### config.mk
export PLATFORM = sky130hd
export DESIGN_NAME = db_doorbell_ctrl
export DESIGN_NICKNAME = d
export VERILOG_FILES = /design/src/rtl/db_pkg.sv /design/src/rtl/db_addr_decode.sv /design/src/rtl/db_cpu_bank.sv /design/src/rtl/db_doorbell_ctrl.sv
export SDC_FILE = /design/constraint.sdc
export NUM_CORES = 1
export LEC_CHECK = 0
export BUFFER_PORTS_ARGS = -buffer_cell sky130_fd_sc_hd__buf_2
export CAP_MARGIN = 15
export CORE_MARGIN = 2
export CORE_UTILIZATION = 35
export CTS_CLUSTER_DIAMETER = 60
export DETAILED_ROUTE_END_ITERATION = 10
export GPL_TIMING_DRIVEN = 0
export MAX_ROUTING_LAYER = met4
export PLACE_DENSITY = 0.66
export SLEW_MARGIN = 10
export SYNTH_ARGS = -nofsm -noshare
export SYNTH_HDL_FRONTEND = slang
export SYNTH_SLANG_ARGS = --single-unit
### constraint.sdc
create_clock -name clk -period 2.8 [get_ports clk]
set_input_delay 0.56 -clock clk [delete_from_list [all_inputs] [get_ports clk]]
set_output_delay 0.56 -clock clk [all_outputs]
set_load 0.03 [all_outputs]
### src/rtl/db_pkg.sv
package db_pkg;

    // Register offsets inside a window (window base set by address bit 11)
    localparam logic [10:0] OFS_TRIG  = 11'h004;
    localparam logic [10:0] OFS_CAUSE = 11'h008;
    localparam logic [10:0] OFS_MASK  = 11'h00C;
    localparam logic [10:0] OFS_ACK   = 11'h044;
    localparam logic [10:0] OFS_SMSET = 11'h048;
    localparam logic [10:0] OFS_SMCLR = 11'h04C;

    // Doorbell field positions inside the trigger word
    localparam int TGT_LSB = 8;

    // Widest supported doorbell set and identifier codes
    localparam int MAX_DB = 8;
    localparam logic [9:0] ID_DOORBELL = 10'd0;
    localparam logic [9:0] ID_NONE     = 10'd1023;

    typedef enum logic [2:0] {
        RK_NONE,
        RK_TRIG,
        RK_CAUSE,
        RK_MASK,
        RK_ACK,
        RK_SMSET,
        RK_SMCLR
    } db_reg_e;

    typedef struct packed {
        logic    we;
        db_reg_e kind;
    } db_access_t;

    typedef struct packed {
        logic [MAX_DB-1:0] cause;
        logic [MAX_DB-1:0] mask;
        logic [9:0]        ack_id;
    } db_view_t;

    function automatic db_reg_e decode_ofs(input logic [10:0] ofs);
        db_reg_e k;
        case (ofs)
            OFS_TRIG:  k = RK_TRIG;
            OFS_CAUSE: k = RK_CAUSE;
            OFS_MASK:  k = RK_MASK;
            OFS_ACK:   k = RK_ACK;
            OFS_SMSET: k = RK_SMSET;
            OFS_SMCLR: k = RK_SMCLR;
            default:   k = RK_NONE;
        endcase
        return k;
    endfunction

endpackage

### src/rtl/db_addr_decode.sv
module db_addr_decode
    import db_pkg::*;
#(
    parameter int NUM_CPU = 4,
    parameter int CPU_W   = 2
) (
    input  logic               clk,
    input  logic               rst,
    input  logic               en,
    input  logic               we,
    input  logic [CPU_W-1:0]   cpu,
    input  logic [11:0]        addr,
    output db_access_t         acc,
    output logic [NUM_CPU-1:0] bank_sel
);

    logic fixed_win;
    logic per_cpu;

    assign fixed_win = addr[11];

    always_comb begin
        acc.we   = we;
        acc.kind = en ? decode_ofs(addr[10:0]) : RK_NONE;
    end

    assign per_cpu = (acc.kind != RK_NONE) && (acc.kind != RK_TRIG);

    always_comb begin
        bank_sel = '0;
        for (int i = 0; i < NUM_CPU; i++) begin
            if (per_cpu) begin
                if (fixed_win) bank_sel[i] = (i == 0);
                else           bank_sel[i] = (int'(cpu) == i);
            end
        end
    end


    fixed_window_chk: assert property (@(posedge clk) disable iff (rst)
        (en && addr[11]) |-> ((bank_sel >> 1) == '0));


    alias_window_chk: assert property (@(posedge clk) disable iff (rst)
        (en && !addr[11] && (acc.kind == RK_CAUSE) && (int'(cpu) < NUM_CPU))
        |-> bank_sel[cpu]);

endmodule

### src/rtl/db_cpu_bank.sv
module db_cpu_bank
    import db_pkg::*;
#(
    parameter int NUM_DB = 8,
    parameter int IDX_W  = 3
) (
    input  logic             clk,
    input  logic             rst,
    input  logic             sel,
    input  db_access_t       acc,
    input  logic [31:0]      wdata,
    input  logic             trig_hit,
    input  logic [IDX_W-1:0] trig_idx,
    output db_view_t         view,
    output logic             irq
);

    logic [NUM_DB-1:0] cause_q;
    logic [NUM_DB-1:0] mask_q;
    logic              sum_en_q;
    logic [NUM_DB-1:0] keep_bits;
    logic [NUM_DB-1:0] set_bits;
    logic              wr;
    logic              id_zero;
    logic              pending;

    assign wr      = sel && acc.we;
    assign id_zero = (wdata[9:0] == ID_DOORBELL);

    always_comb begin
        keep_bits = '1;
        if (wr && acc.kind == RK_CAUSE) keep_bits = wdata[NUM_DB-1:0];
        set_bits = trig_hit ? (NUM_DB'(1) << trig_idx) : '0;
    end

    always_ff @(posedge clk) begin
        if (rst) begin
            cause_q  <= '0;
            mask_q   <= '0;
            sum_en_q <= 1'b0;
        end else begin
            // a trigger landing with a clear keeps its doorbell
            cause_q <= (cause_q & keep_bits) | set_bits;
            if (wr && acc.kind == RK_MASK) mask_q <= wdata[NUM_DB-1:0];
            if (wr && id_zero && acc.kind == RK_SMSET) sum_en_q <= 1'b0;
            if (wr && id_zero && acc.kind == RK_SMCLR) sum_en_q <= 1'b1;
        end
    end

    assign pending = (|(cause_q & mask_q)) && sum_en_q;
    assign irq     = pending;

    always_comb begin
        view.cause  = MAX_DB'(cause_q);
        view.mask   = MAX_DB'(mask_q);
        view.ack_id = pending ? ID_DOORBELL : ID_NONE;
    end


    reset_state_chk: assert property (@(posedge clk)
        rst |=> (cause_q == '0 && mask_q == '0 && !sum_en_q));


    trig_sets_chk: assert property (@(posedge clk) disable iff (rst)
        (trig_hit && (int'(trig_idx) < NUM_DB)) |=> cause_q[$past(trig_idx)]);


    cause_clear_chk: assert property (@(posedge clk) disable iff (rst)
        (wr && acc.kind == RK_CAUSE && wdata[NUM_DB-1:0] == '0 && !trig_hit)
        |=> (cause_q == '0));


    summary_unmask_chk: assert property (@(posedge clk) disable iff (rst)
        (wr && acc.kind == RK_SMCLR && id_zero) |=> sum_en_q);


    summary_mask_chk: assert property (@(posedge clk) disable iff (rst)
        (wr && acc.kind == RK_SMSET && id_zero) |=> !irq);

endmodule

### src/rtl/db_doorbell_ctrl.sv
module db_doorbell_ctrl
    import db_pkg::*;
#(
    parameter int NUM_CPU = 4,
    parameter int NUM_DB  = 8,
    localparam int CPU_W  = (NUM_CPU > 1) ? $clog2(NUM_CPU) : 1,
    localparam int IDX_W  = (NUM_DB > 1) ? $clog2(NUM_DB) : 1
) (
    input  logic               clk,
    input  logic               rst,
    input  logic               bus_en,
    input  logic               bus_we,
    input  logic [CPU_W-1:0]   bus_cpu,
    input  logic [11:0]        bus_addr,
    input  logic [31:0]        bus_wdata,
    output logic [31:0]        bus_rdata,
    output logic [NUM_CPU-1:0] irq_out
);

    db_access_t         acc;
    logic [NUM_CPU-1:0] bank_sel;
    logic               trig_fire;
    logic [IDX_W-1:0]   trig_idx;
    db_view_t           bank_view [NUM_CPU];
    db_view_t           view_sel;

    db_addr_decode #(
        .NUM_CPU (NUM_CPU),
        .CPU_W   (CPU_W)
    ) i_decode (
        .clk      (clk),
        .rst      (rst),
        .en       (bus_en),
        .we       (bus_we),
        .cpu      (bus_cpu),
        .addr     (bus_addr),
        .acc      (acc),
        .bank_sel (bank_sel)
    );

    assign trig_fire = acc.we && (acc.kind == RK_TRIG);
    assign trig_idx  = bus_wdata[IDX_W-1:0];

    for (genvar g = 0; g < NUM_CPU; g++) begin : g_bank
        db_cpu_bank #(
            .NUM_DB (NUM_DB),
            .IDX_W  (IDX_W)
        ) i_bank (
            .clk      (clk),
            .rst      (rst),
            .sel      (bank_sel[g]),
            .acc      (acc),
            .wdata    (bus_wdata),
            .trig_hit (trig_fire && bus_wdata[TGT_LSB + g]),
            .trig_idx (trig_idx),
            .view     (bank_view[g]),
            .irq      (irq_out[g])
        );
    end

    always_comb begin
        view_sel = '0;
        for (int i = 0; i < NUM_CPU; i++) begin
            if (bank_sel[i]) view_sel = bank_view[i];
        end
        bus_rdata = '0;
        if (!acc.we) begin
            case (acc.kind)
                RK_CAUSE: bus_rdata = 32'(view_sel.cause);
                RK_MASK:  bus_rdata = 32'(view_sel.mask);
                RK_ACK:   bus_rdata = 32'(view_sel.ack_id);
                default:  bus_rdata = '0;
            endcase
        end
    end


    ack_pending_chk: assert property (@(posedge clk) disable iff (rst)
        (bus_en && !bus_we && acc.kind == RK_ACK && |(bank_sel & irq_out))
        |-> (bus_rdata[9:0] == ID_DOORBELL));


    ack_idle_chk: assert property (@(posedge clk) disable iff (rst)
        (bus_en && !bus_we && acc.kind == RK_ACK && (bank_sel & irq_out) == '0
         && bank_sel != '0)
        |-> (bus_rdata[9:0] == ID_NONE));


    unmapped_zero_chk: assert property (@(posedge clk) disable iff (rst)
        (bus_en && !bus_we && acc.kind == RK_NONE) |-> (bus_rdata == '0));


    irq_hold_chk: assert property (@(posedge clk) disable iff (rst)
        (!bus_en && !$past(bus_en)) |-> $stable(irq_out));

endmodule

==> results.py, run 1 <==
metrics = {
    "detailed_routing": {
        "routed_wl_um": 14100,
        "final_antenna_net_count": 0,
        "dr.pass1.iters": 5,
        "avgRoutedWirePerCell_um": 19.6,
        "drc_errors": 0,
        "viasPerCell": 5.65,
        "vias": 4049,
        "drtIter0Drc": 377,
    },
    "timing": {
        "final_hold_viol_count": 0,
        "relSlewSlack_pct": 45.3,
        "setup_slack_ns": -0.311,
        "fin_worst_hold_slack_ns": 0.491,
        "skew_ns": 0,
        "fmax_mhz": 321,
        "worstMarginPinSlew_ns": 0.814,
        "period_share_pct": 111,
        "finalSetupViolCount": 10,
        "final_max_slew_viol_count": 0,
        "rsz0062_at_grt": "true",
        "fin_crit_ns": 3.11,
    },
    "synthesis": {
        "synth_warnings": 0,
        "syn-instance-count": 497,
        "yosys_most_used_dff": "dfxtp_1",
        "ys_seq_area_share_pct": 34.4,
        "synth-compound-area-share_pct": 21.9,
        "syn_area_per_cell_um2": 7.95,
        "syn_area_um2": 3950,
        "yosysUniqueCellTypes": 42,
        "synth-edff-count": 0,
        "synth-simple-area-share_pct": 22.0,
        "synthArstFlopShare_pct": 0,
        "synth_xor_xnor_area_share_pct": 0,
        "synth-seq-cells": 68,
        "synth_mux_area_share_pct": 12.2,
        "synthAdderAreaFrac_pct": 0,
        "synth_top_family_by_area": "simple AND/OR/NAND/NOR gates",
    },
    "pwr": {
        "p_total_mw": 2.54,
        "ir_drop_v": 0.000264,
        "p_per_area_nw_per_um2": 480,
        "p_leak_nw": 1.96,
    },
    "clock_network": {
        "clkSinkCount": 68,
        "clk_path_buf_depth": 2,
        "cts_tree": "yes",
        "clk_pin_slew_ns": 0.05,
        "cts_buffers": 9,
        "cts_htree_levels": 3,
        "cts-root-buf": "clkbuf_16",
        "clock_latency_ns": 0.32,
    },
    "status": {
        "violations": "negative setup slack",
        "outcome": "finished with violations",
    },
    "global_route": {
        "grt_remaining_overflow": 0,
        "track_usage_pct": 24.4,
        "grt_max_degree": 13,
        "grt_pass1_vias": 3962,
        "grt_pass1_wl_um": 21100,
        "antenna_found_initial": 0,
    },
    "placed_design": {
        "placed_area_um2": 4520,
        "place_congestion": 0.933,
        "io_buffers": 34,
        "dpl.hpwl_um": 10200,
    },
    "cells_and_area": {
        "area_delta_synth_final_pct": 33.7,
        "final_common_cell": "dfxtp_1",
        "fill_cells": 1054,
        "num_antenna_cells": 0,
        "mostFrequentLayoutCells": "dfxtp_1 (68), o21ai_0 (54), mux2i_1 (48)",
        "fin_util_pct": 48.3,
        "layout-drive-gt1-share_pct": 25.1,
        "design_area_um2": 5280,
        "fin_nets": 622,
    },
    "die": {
        "core_region_area_um2": 10900,
        "io_pins": 86,
        "die_h_um": 110,
        "fp.dieW_um": 110,
        "start_util_pct": 36.1,
        "num_rows": 38,
        "design.die.area_um2": 12200,
    },
    "setup_path": {
        "end_kind": "output pin",
        "worst-setup-path-type": "in -> out",
        "cp_max_fo": 7,
        "setup.worst_path.start_class": "input pin",
        "critPathLaunch": "bus_addr[1]",
        "r2r_end": "g_bank[3].i_bank.cause_q[7]",
        "cp.arrival_ns": 2.55,
        "rrSetupSlack_ns": 1.99,
        "r2r_cells": 3,
        "cp-endpoint": "bus_rdata[3]",
        "cp.required_ns": 2.24,
        "r2r-start": "g_bank[3].i_bank.cause_q[7]",
    },
    "min_path": {
        "hold_path_class": "reg -> reg",
        "hold_path_depth": 2,
    },
    "run": {
        "maxCapViolations": 0,
    },
}
-- power breakdown --
group / switching, mW / total [mW] / internal (mW)
Combinational: 0.180 / 0.260 / 0.0800
Clock: 0.439 / 1.31 / 0.872
Sequential: 0.0000191 / 0.968 / 0.968
-- per-stage QoR --
stage | setup TNS, ns | setup WS (ns) | cells
finish | -2.22 | -0.311 | 717
global route | -2.64 | -0.338 | 717
CTS | -2.84 | -0.320 | 717
detailed placement | -17.02 | -0.748 | 692
global placement | -15.19 | -0.727 | 692
floorplan | -2.15 | -0.265 | 518
-- sequential cells by signal (all words and copies together), names as in the netlist --
signal and flops:
g_bank.i_bank.cause_q 32, g_bank.i_bank.mask_q 32, g_bank.i_bank.sum_en_q 4
-- logic make-up (layout without fill, tap and decap cells) --
group	after synthesis	after routing
and+or+nand+nor	162	163
AOI/OAI and AO/OA	148	148
buffers and inverters	70	128
DFF	68	68
muxes	48	48
other	1	22
-- cell usage after synthesis (2+ instances only) --
| cell | n | area (µm²) |
|---|---|---|
| a31oi_1 | 17 | 106 |
| nand3b_1 | 2 | 15.0 |
| and3b_1 | 2 | 17.5 |
| dfxtp_1 | 68 | 1360 |
| mux2i_1 | 48 | 480 |
| nand2_1 | 38 | 143 |
| buf_2 | 2 | 10.0 |
| a22oi_1 | 16 | 120 |
| nor3b_1 | 2 | 15.0 |
| and2_1 | 3 | 18.8 |
| a21oi_1 | 31 | 155 |
| nor2_1 | 39 | 146 |
| nor2b_1 | 29 | 181 |
| a211oi_1 | 8 | 60.1 |
| nor4b_1 | 2 | 17.5 |
| nor4_2 | 2 | 25.0 |
| and3_1 | 2 | 12.5 |
| or4_1 | 2 | 15.0 |
| o22ai_1 | 16 | 100 |
| nand4_1 | 9 | 56.3 |
| nand3_1 | 6 | 30.0 |
| nand2b_1 | 5 | 31.3 |
| nor3_1 | 5 | 25.0 |
| clkbuf_1 | 33 | 124 |
| a41oi_1 | 2 | 17.5 |
| or3_1 | 4 | 25.0 |
| or3b_2 | 3 | 26.3 |
| o21ai_0 | 54 | 270 |
| or2_2 | 3 | 18.8 |
| buf_4 | 27 | 203 |
| inv_1 | 6 | 22.5 |
-- worst min-delay path by stage --
stage,startpoint,to
2_1_floorplan,g_bank[3].i_bank.sum_en_q,g_bank[3].i_bank.sum_en_q
3_3_place_gp,g_bank[0].i_bank.sum_en_q,g_bank[0].i_bank.sum_en_q
3_5_place_dp,g_bank[3].i_bank.sum_en_q,g_bank[3].i_bank.sum_en_q
4_1_cts,g_bank[3].i_bank.sum_en_q,g_bank[3].i_bank.sum_en_q
5_1_grt,g_bank[3].i_bank.sum_en_q,g_bank[3].i_bank.sum_en_q
6_report,g_bank[1].i_bank.sum_en_q,g_bank[1].i_bank.sum_en_q
-- repair_timing --
action                                  in CTS  in global routing
pin swaps                                   15                 13
setup buffers                               10                  3
hold buffers                                 0                  0
endpoints found under the hold margin        0                  0
resized for setup                           51                 23
endpoints found under the setup margin      11                 20
gates cloned                                 1                  0
-- routing by layer --
layer,up-vias,GRT usage [%],wire length (µm)
met5,-,-,0
met4,0,9.91,493
met3,47,3.88,1170
met2,217,38.8,6330
met1,1895,30.9,6050
li1,1890,-,-
-- critical path: stages --
cell      delay, ns
buf_6          0.09
or4_4          0.57
or4_4          0.62
a211oi_2       0.31
a31oi_4        0.07
a31oi_2        0.17
buf_6          0.16
-- layout make-up --
| cell class | count | area [µm²] | area share [%] |
|---|---|---|---|
| flip-flops and latches | 68 | 1360 | 25.8 |
| plain buffers | 60 | 352 | 6.65 |
| clock inverters | 6 | 113 | 2.13 |
| multi-input cells | 381 | 2650 | 50.1 |
| well taps | 140 | 175 | 3.32 |
| inverters | 6 | 22.5 | 0.426 |
| clock buffers | 10 | 229 | 4.33 |
| repair buffers | 46 | 387 | 7.32 |
No activity file was read; power rests on OpenSTA's default activity.
==> run 2: changes to the inputs <==
--- a/config.mk
+++ b/config.mk
@@ -7,13 +7,15 @@
 export LEC_CHECK = 0
 export BUFFER_PORTS_ARGS = -buffer_cell sky130_fd_sc_hd__buf_2
 export CAP_MARGIN = 15
+export CELL_PAD_IN_SITES_DETAIL_PLACEMENT = 1
+export CELL_PAD_IN_SITES_GLOBAL_PLACEMENT = 1
 export CORE_MARGIN = 2
 export CORE_UTILIZATION = 35
 export CTS_CLUSTER_DIAMETER = 60
 export DETAILED_ROUTE_END_ITERATION = 10
 export GPL_TIMING_DRIVEN = 0
 export MAX_ROUTING_LAYER = met4
-export PLACE_DENSITY = 0.66
+export PLACE_DENSITY = 0.82
 export SLEW_MARGIN = 10
 export SYNTH_ARGS = -nofsm -noshare
 export SYNTH_HDL_FRONTEND = slang
==> results.py, run 2 (synthesis results as in run 1) <==
metrics = {
    "cells_and_area": {
        "seq_area_um2": 1360,
        "fin_nets": 626,
        "finalNonFillerCells": 720,
        "mostFrequentLayoutCells": "dfxtp_1 (68), o21ai_0 (54), mux2i_1 (48)",
        "top_regs": "g_bank.i_bank.cause_q x32, g_bank.i_bank.mask_q x32, g_bank.i_bank.sum_en_q x4",
        "design_area_um2": 5460,
        "multi_input_area_um2": 2750,
        "fill_cells": 1280,
        "final_common_cell": "dfxtp_1",
        "num_antenna_cells": 0,
        "area_delta_synth_final_pct": 38.1,
        "fin_util_pct": 49.9,
        "layout-drive-gt1-share_pct": 26.0,
    },
    "run": {
        "maxCapViolations": 0,
    },
    "detailed_routing": {
        "dr.pass1.iters": 5,
        "drc_errors": 0,
        "vias": 4386,
        "final_antenna_net_count": 0,
        "routed_wl_um": 17500,
        "viasPerCell": 6.09,
        "avgRoutedWirePerCell_um": 24.3,
        "drtIter0Drc": 324,
    },
    "timing": {
        "skew_ns": 0,
        "relSlewSlack_pct": 50.8,
        "final_max_slew_viol_count": 0,
        "fin_crit_ns": 3.14,
        "fmax_mhz": 319,
        "rsz0062_at_grt": "true",
        "period_share_pct": 112,
        "setup_slack_ns": -0.335,
        "final_hold_viol_count": 0,
        "worstMarginPinSlew_ns": 0.736,
        "finalSetupViolCount": 11,
    },
    "clock_network": {
        "cts_htree_levels": 3,
        "clk_path_buf_depth": 2,
        "clk_pin_slew_ns": 0.06,
        "clock_latency_ns": 0.33,
        "cts_buffers": 9,
        "clkSinkCount": 68,
        "postCtsHoldBufs": 0,
        "cts-root-buf": "clkbuf_16",
        "cts_tree": "yes",
    },
    "die": {
        "start_util_pct": 36.1,
        "design.die.area_um2": 12200,
        "die_h_um": 110,
        "fp.dieW_um": 110,
        "num_rows": 38,
        "io_pins": 86,
        "core_region_area_um2": 10900,
    },
    "setup_path": {
        "cp.required_ns": 2.24,
        "r2r_end": "g_bank[2].i_bank.cause_q[7]",
        "end_kind": "output pin",
        "cp_cell_sequence": "buf_6, or4_4, or4_4, a211oi_4, a31oi_4, a31oi_4, buf_6",
        "r2r-start": "g_bank[2].i_bank.cause_q[7]",
        "crit_cells": 7,
        "crit_slowest_cell": "or4_4",
        "setup.worst_path.start_class": "input pin",
        "crit_buf_inv": 2,
        "cp.arrival_ns": 2.58,
        "r2r_cells": 3,
        "rrSetupSlack_ns": 1.83,
        "critPathLaunch": "bus_addr[1]",
        "cp_max_fo": 7,
        "crit_family": "simple AND/OR/NAND/NOR gates",
        "slowest_delay_ns": 0.63,
        "worst-setup-path-type": "in -> out",
        "cp-endpoint": "bus_rdata[6]",
    },
    "pwr": {
        "p_leak_nw": 2.02,
        "seqPwrFrac_pct": 36.1,
        "switchingPower_mw": 0.670,
        "ir_drop_v": 0.000313,
        "pwr-share-clk_pct": 53.7,
        "p_per_area_nw_per_um2": 490,
        "p_int_mw": 2.01,
        "power_frac_comb_pct": 10.2,
        "swShare_pct": 25.0,
    },
    "placed_design": {
        "dpl.hpwl_um": 10900,
        "placed_area_um2": 4520,
        "place_congestion": 0.995,
        "place_ws_ns": -0.749,
        "io_buffers": 34,
        "placedCellCount": 692,
    },
    "global_route": {
        "grt_remaining_overflow": 0,
        "grt_pass1_vias": 4517,
        "grt_max_degree": 13,
        "track_usage_pct": 28.3,
        "grt_pass1_wl_um": 24600,
        "antenna_found_initial": 0,
    },
    "min_path": {
        "hold_path_depth": 2,
        "hold_path_class": "reg -> reg",
    },
    "status": {
        "violations": "negative setup slack",
        "outcome": "finished with violations",
    },
}
==> run 2: metal layers <==
| layer | vias up | global-route usage [%] | part of all wire, % |
|---|---|---|---|
| li1 | 1905 | - | - |
| met1 | 2156 | 34.0 | 39 |
| met2 | 258 | 44.7 | 48 |
| met3 | 67 | 4.12 | 7.4 |
| met4 | 0 | 17.9 | 5.7 |
| met5 | - | - | 0 |
==> run 2: what timing repair did <==
item	CTS	global route
buffers inserted	12	3
pin swaps	14	16
resized for setup	58	37
gates cloned	2	0
setup endpoints to repair	27	34
==> run 2: worst min-delay path by stage <==
stage | from | to
2_1_floorplan | g_bank[3].i_bank.sum_en_q | g_bank[3].i_bank.sum_en_q
3_3_place_gp | g_bank[0].i_bank.sum_en_q | g_bank[0].i_bank.sum_en_q
3_5_place_dp | g_bank[3].i_bank.sum_en_q | g_bank[3].i_bank.sum_en_q
4_1_cts | g_bank[3].i_bank.sum_en_q | g_bank[3].i_bank.sum_en_q
5_1_grt | g_bank[1].i_bank.sum_en_q | g_bank[1].i_bank.sum_en_q
6_report | g_bank[3].i_bank.sum_en_q | g_bank[3].i_bank.sum_en_q
==> run 2: through the flow <==
step / TNS, ns / power, mW / hold WS [ns]
detailed placement: -19.06 / 1.23 / 0.477
CTS: -2.99 / 2.63 / 0.485
finish: -2.98 / 2.68 / 0.484
global placement: -15.72 / 1.23 / 0.466
floorplan: -2.15 / 1.16 / 0.447
global route: -3.58 / 2.73 / 0.520
==> run 2: cell type report <==
class | instances | area share (%)
clock buffers | 9 | 4.12
clock inverters | 6 | 2.52
inverters | 6 | 0.412
repair buffers | 50 | 7.86
multi-input cells | 381 | 50.3
flip-flops and latches | 68 | 24.9
plain buffers | 60 | 6.65
well taps | 140 | 3.21
==> run 2: power groups by stage <==
stage	combinational [mW]	sequential [mW]	clock [mW]
floorplan	0.172	0.989	0
global placement	0.239	0.989	0
detailed placement	0.242	0.989	0
CTS	0.253	0.967	1.41
global route	0.290	0.967	1.47
finish	0.274	0.967	1.44
==> run 2: worst reg2reg max path: cells and delay by family, from the launching register on <==
family,cells,cell delay (ns)
DFF,1,0.43
AOI/OAI and AO/OA,2,0.27
and+or+nand+nor,1,0.17
==> run 3: changes to the inputs <==
--- a/config.mk
+++ b/config.mk
@@ -5,6 +5,7 @@
 export SDC_FILE = /design/constraint.sdc
 export NUM_CORES = 1
 export LEC_CHECK = 0
+export ABC_CLOCK_PERIOD_IN_PS = 2800
 export BUFFER_PORTS_ARGS = -buffer_cell sky130_fd_sc_hd__buf_2
 export CAP_MARGIN = 15
 export CELL_PAD_IN_SITES_DETAIL_PLACEMENT = 1
@@ -20,3 +21,4 @@
 export SYNTH_ARGS = -nofsm -noshare
 export SYNTH_HDL_FRONTEND = slang
 export SYNTH_SLANG_ARGS = --single-unit
+export TNS_END_PERCENT = 1
==> results.py, run 3 (synthesis results as in run 1) <==
metrics = {
    "detailed_routing": {
        "final_antenna_net_count": 0,
        "vias": 4211,
        "drc_errors": 0,
        "drtIter0Drc": 321,
        "routed_wl_um": 16100,
        "dr.pass1.iters": 5,
        "avgRoutedWirePerCell_um": 22.3,
        "viasPerCell": 5.86,
    },
    "setup_path": {
        "cp.arrival_ns": 2.59,
        "cp_max_fo": 5,
        "crit_slowest_cell": "or4_4",
        "worst-setup-path-type": "in -> out",
        "end_kind": "output pin",
        "crit_family": "simple AND/OR/NAND/NOR gates",
        "cp_cell_sequence": "buf_6, or4_4, buf_6, nor4_4, clkbuf_8, buf_12, nand2_2, a31oi_4, a31oi_4, buf_6",
        "cp.required_ns": 2.24,
        "slowest_delay_ns": 0.55,
        "setup.worst_path.start_class": "input pin",
        "rrSetupSlack_ns": 1.88,
        "path_common_cell": "buf_6",
        "crit_buf_inv": 5,
    },
    "die": {
        "fp.dieW_um": 110,
        "num_rows": 38,
        "start_util_pct": 36.1,
        "die_h_um": 110,
        "core_region_area_um2": 10900,
        "io_pins": 86,
        "design.die.area_um2": 12200,
    },
    "timing": {
        "period_share_pct": 112,
        "fin_crit_ns": 3.15,
        "final_hold_viol_count": 0,
        "finalSetupViolCount": 19,
        "skew_ns": 0,
        "rsz0062_at_grt": "true",
        "final_max_slew_viol_count": 0,
        "worstMarginPinSlew_ns": 0.857,
        "fmax_mhz": 318,
        "setup_slack_ns": -0.346,
        "setup_tns_ns": -3.43,
        "relSlewSlack_pct": 42.4,
    },
    "run": {
        "maxCapViolations": 0,
    },
    "clock_network": {
        "clock_latency_ns": 0.33,
        "clk_pin_slew_ns": 0.06,
        "clkSinkCount": 68,
        "cts_tree": "yes",
        "cts_buffers": 9,
        "clk_path_buf_depth": 2,
        "cts-root-buf": "clkbuf_16",
        "cts_htree_levels": 3,
    },
    "pwr": {
        "p_per_area_nw_per_um2": 492,
        "swShare_pct": 23.6,
        "seqPwrFrac_pct": 36.8,
        "switchingPower_mw": 0.621,
        "p_leak_nw": 2.00,
        "p_int_mw": 2.01,
        "ir_drop_v": 0.000325,
        "pwr-share-clk_pct": 53.0,
        "power_frac_comb_pct": 10.2,
    },
    "global_route": {
        "grt_pass1_vias": 4354,
        "grt_max_degree": 13,
        "track_usage_pct": 27.7,
        "grt_remaining_overflow": 0,
        "grt_pass1_wl_um": 24100,
        "antenna_found_initial": 0,
    },
    "cells_and_area": {
        "mostFrequentLayoutCells": "dfxtp_1 (68), o21ai_0 (54), mux2i_1 (48)",
        "area_delta_synth_final_pct": 35.2,
        "final_common_cell": "dfxtp_1",
        "seq_area_um2": 1360,
        "layout-drive-gt1-share_pct": 26.1,
        "design_area_um2": 5340,
        "multi_input_area_um2": 2670,
        "top_regs": "g_bank.i_bank.cause_q x32, g_bank.i_bank.mask_q x32, g_bank.i_bank.sum_en_q x4",
        "fill_cells": 1305,
        "num_antenna_cells": 0,
        "fin_nets": 625,
    },
    "status": {
        "violations": "negative setup slack",
        "outcome": "finished with violations",
    },
    "placed_design": {
        "place_congestion": 0.993,
        "placed_area_um2": 4510,
        "io_buffers": 34,
        "dpl.hpwl_um": 10900,
    },
    "min_path": {
        "hold_path_class": "reg -> reg",
    },
}
run 3: path summary, 6_finish.rpt:
kind         cells past startpoint                          end                   startpoint
min reg2reg                      2    g_bank[0].i_bank.sum_en_q    g_bank[0].i_bank.sum_en_q
max reg2reg                      3  g_bank[2].i_bank.cause_q[7]  g_bank[2].i_bank.cause_q[7]
min                              2    g_bank[0].i_bank.sum_en_q    g_bank[0].i_bank.sum_en_q
max                             10                 bus_rdata[4]                  bus_addr[1]
run 3: worst reg2reg max path: stages, from the launching register on:
cell	delay, ns
dfxtp_1	0.40
nor2b_1	0.17
o21ai_0	0.11
o21ai_0	0.14
run 3: metal layers:
| metal | routed length (µm) | up-vias | global-route usage (%) |
|---|---|---|---|
| met2 | 7580 | 177 | 45.0 |
| met5 | 0 | - | - |
| met1 | 6840 | 2079 | 33.4 |
| li1 | - | 1897 | - |
| met3 | 926 | 58 | 4.29 |
| met4 | 717 | 0 | 14.1 |
run 3: what timing repair did:
item	4_1_cts	5_1_grt
pin swaps	13	12
gates cloned	1	0
hold buffers	0	0
endpoints found under the setup margin	16	36
resized for setup	60	21
setup buffers	9	6
run 3: per-stage QoR:
| stage | util [%] | power, mW | worst slack [ns] | hold slack [ns] | cells |
|---|---|---|---|---|---|
| final | 48.9 | 2.63 | -0.346 | 0.493 | 719 |
| after global routing | 48.9 | 2.69 | -0.410 | 0.527 | 719 |
| after CTS | 47.8 | 2.62 | -0.270 | 0.490 | 714 |
| after detailed placement | 41.2 | 1.23 | -0.870 | 0.482 | 692 |
| after global placement | 41.2 | 1.23 | -0.806 | 0.464 | 692 |
| after floorplan | - | 1.16 | -0.265 | 0.447 | 518 |
run 3: power groups by stage:
| stage | Sequential [mW] | Clock (mW) | Combinational (mW) |
|---|---|---|---|
| 6_report | 0.968 | 1.39 | 0.268 |
| 3_3_place_gp | 0.989 | 0 | 0.238 |
| 5_1_grt | 0.967 | 1.44 | 0.284 |
| 2_1_floorplan | 0.989 | 0 | 0.171 |
| 3_5_place_dp | 0.989 | 0 | 0.243 |
| 4_1_cts | 0.968 | 1.39 | 0.256 |
run 3: area by class of cell:
cell class / instances / area share [%]
Multi-Input combinational cell: 381 / 49.9
Inverter: 6 / 0.421
Buffer: 61 / 7.00
Tap cell: 140 / 3.28
Clock inverter: 6 / 2.58
Clock buffer: 9 / 4.21
Sequential cell: 68 / 25.5
Timing Repair Buffer: 48 / 7.16
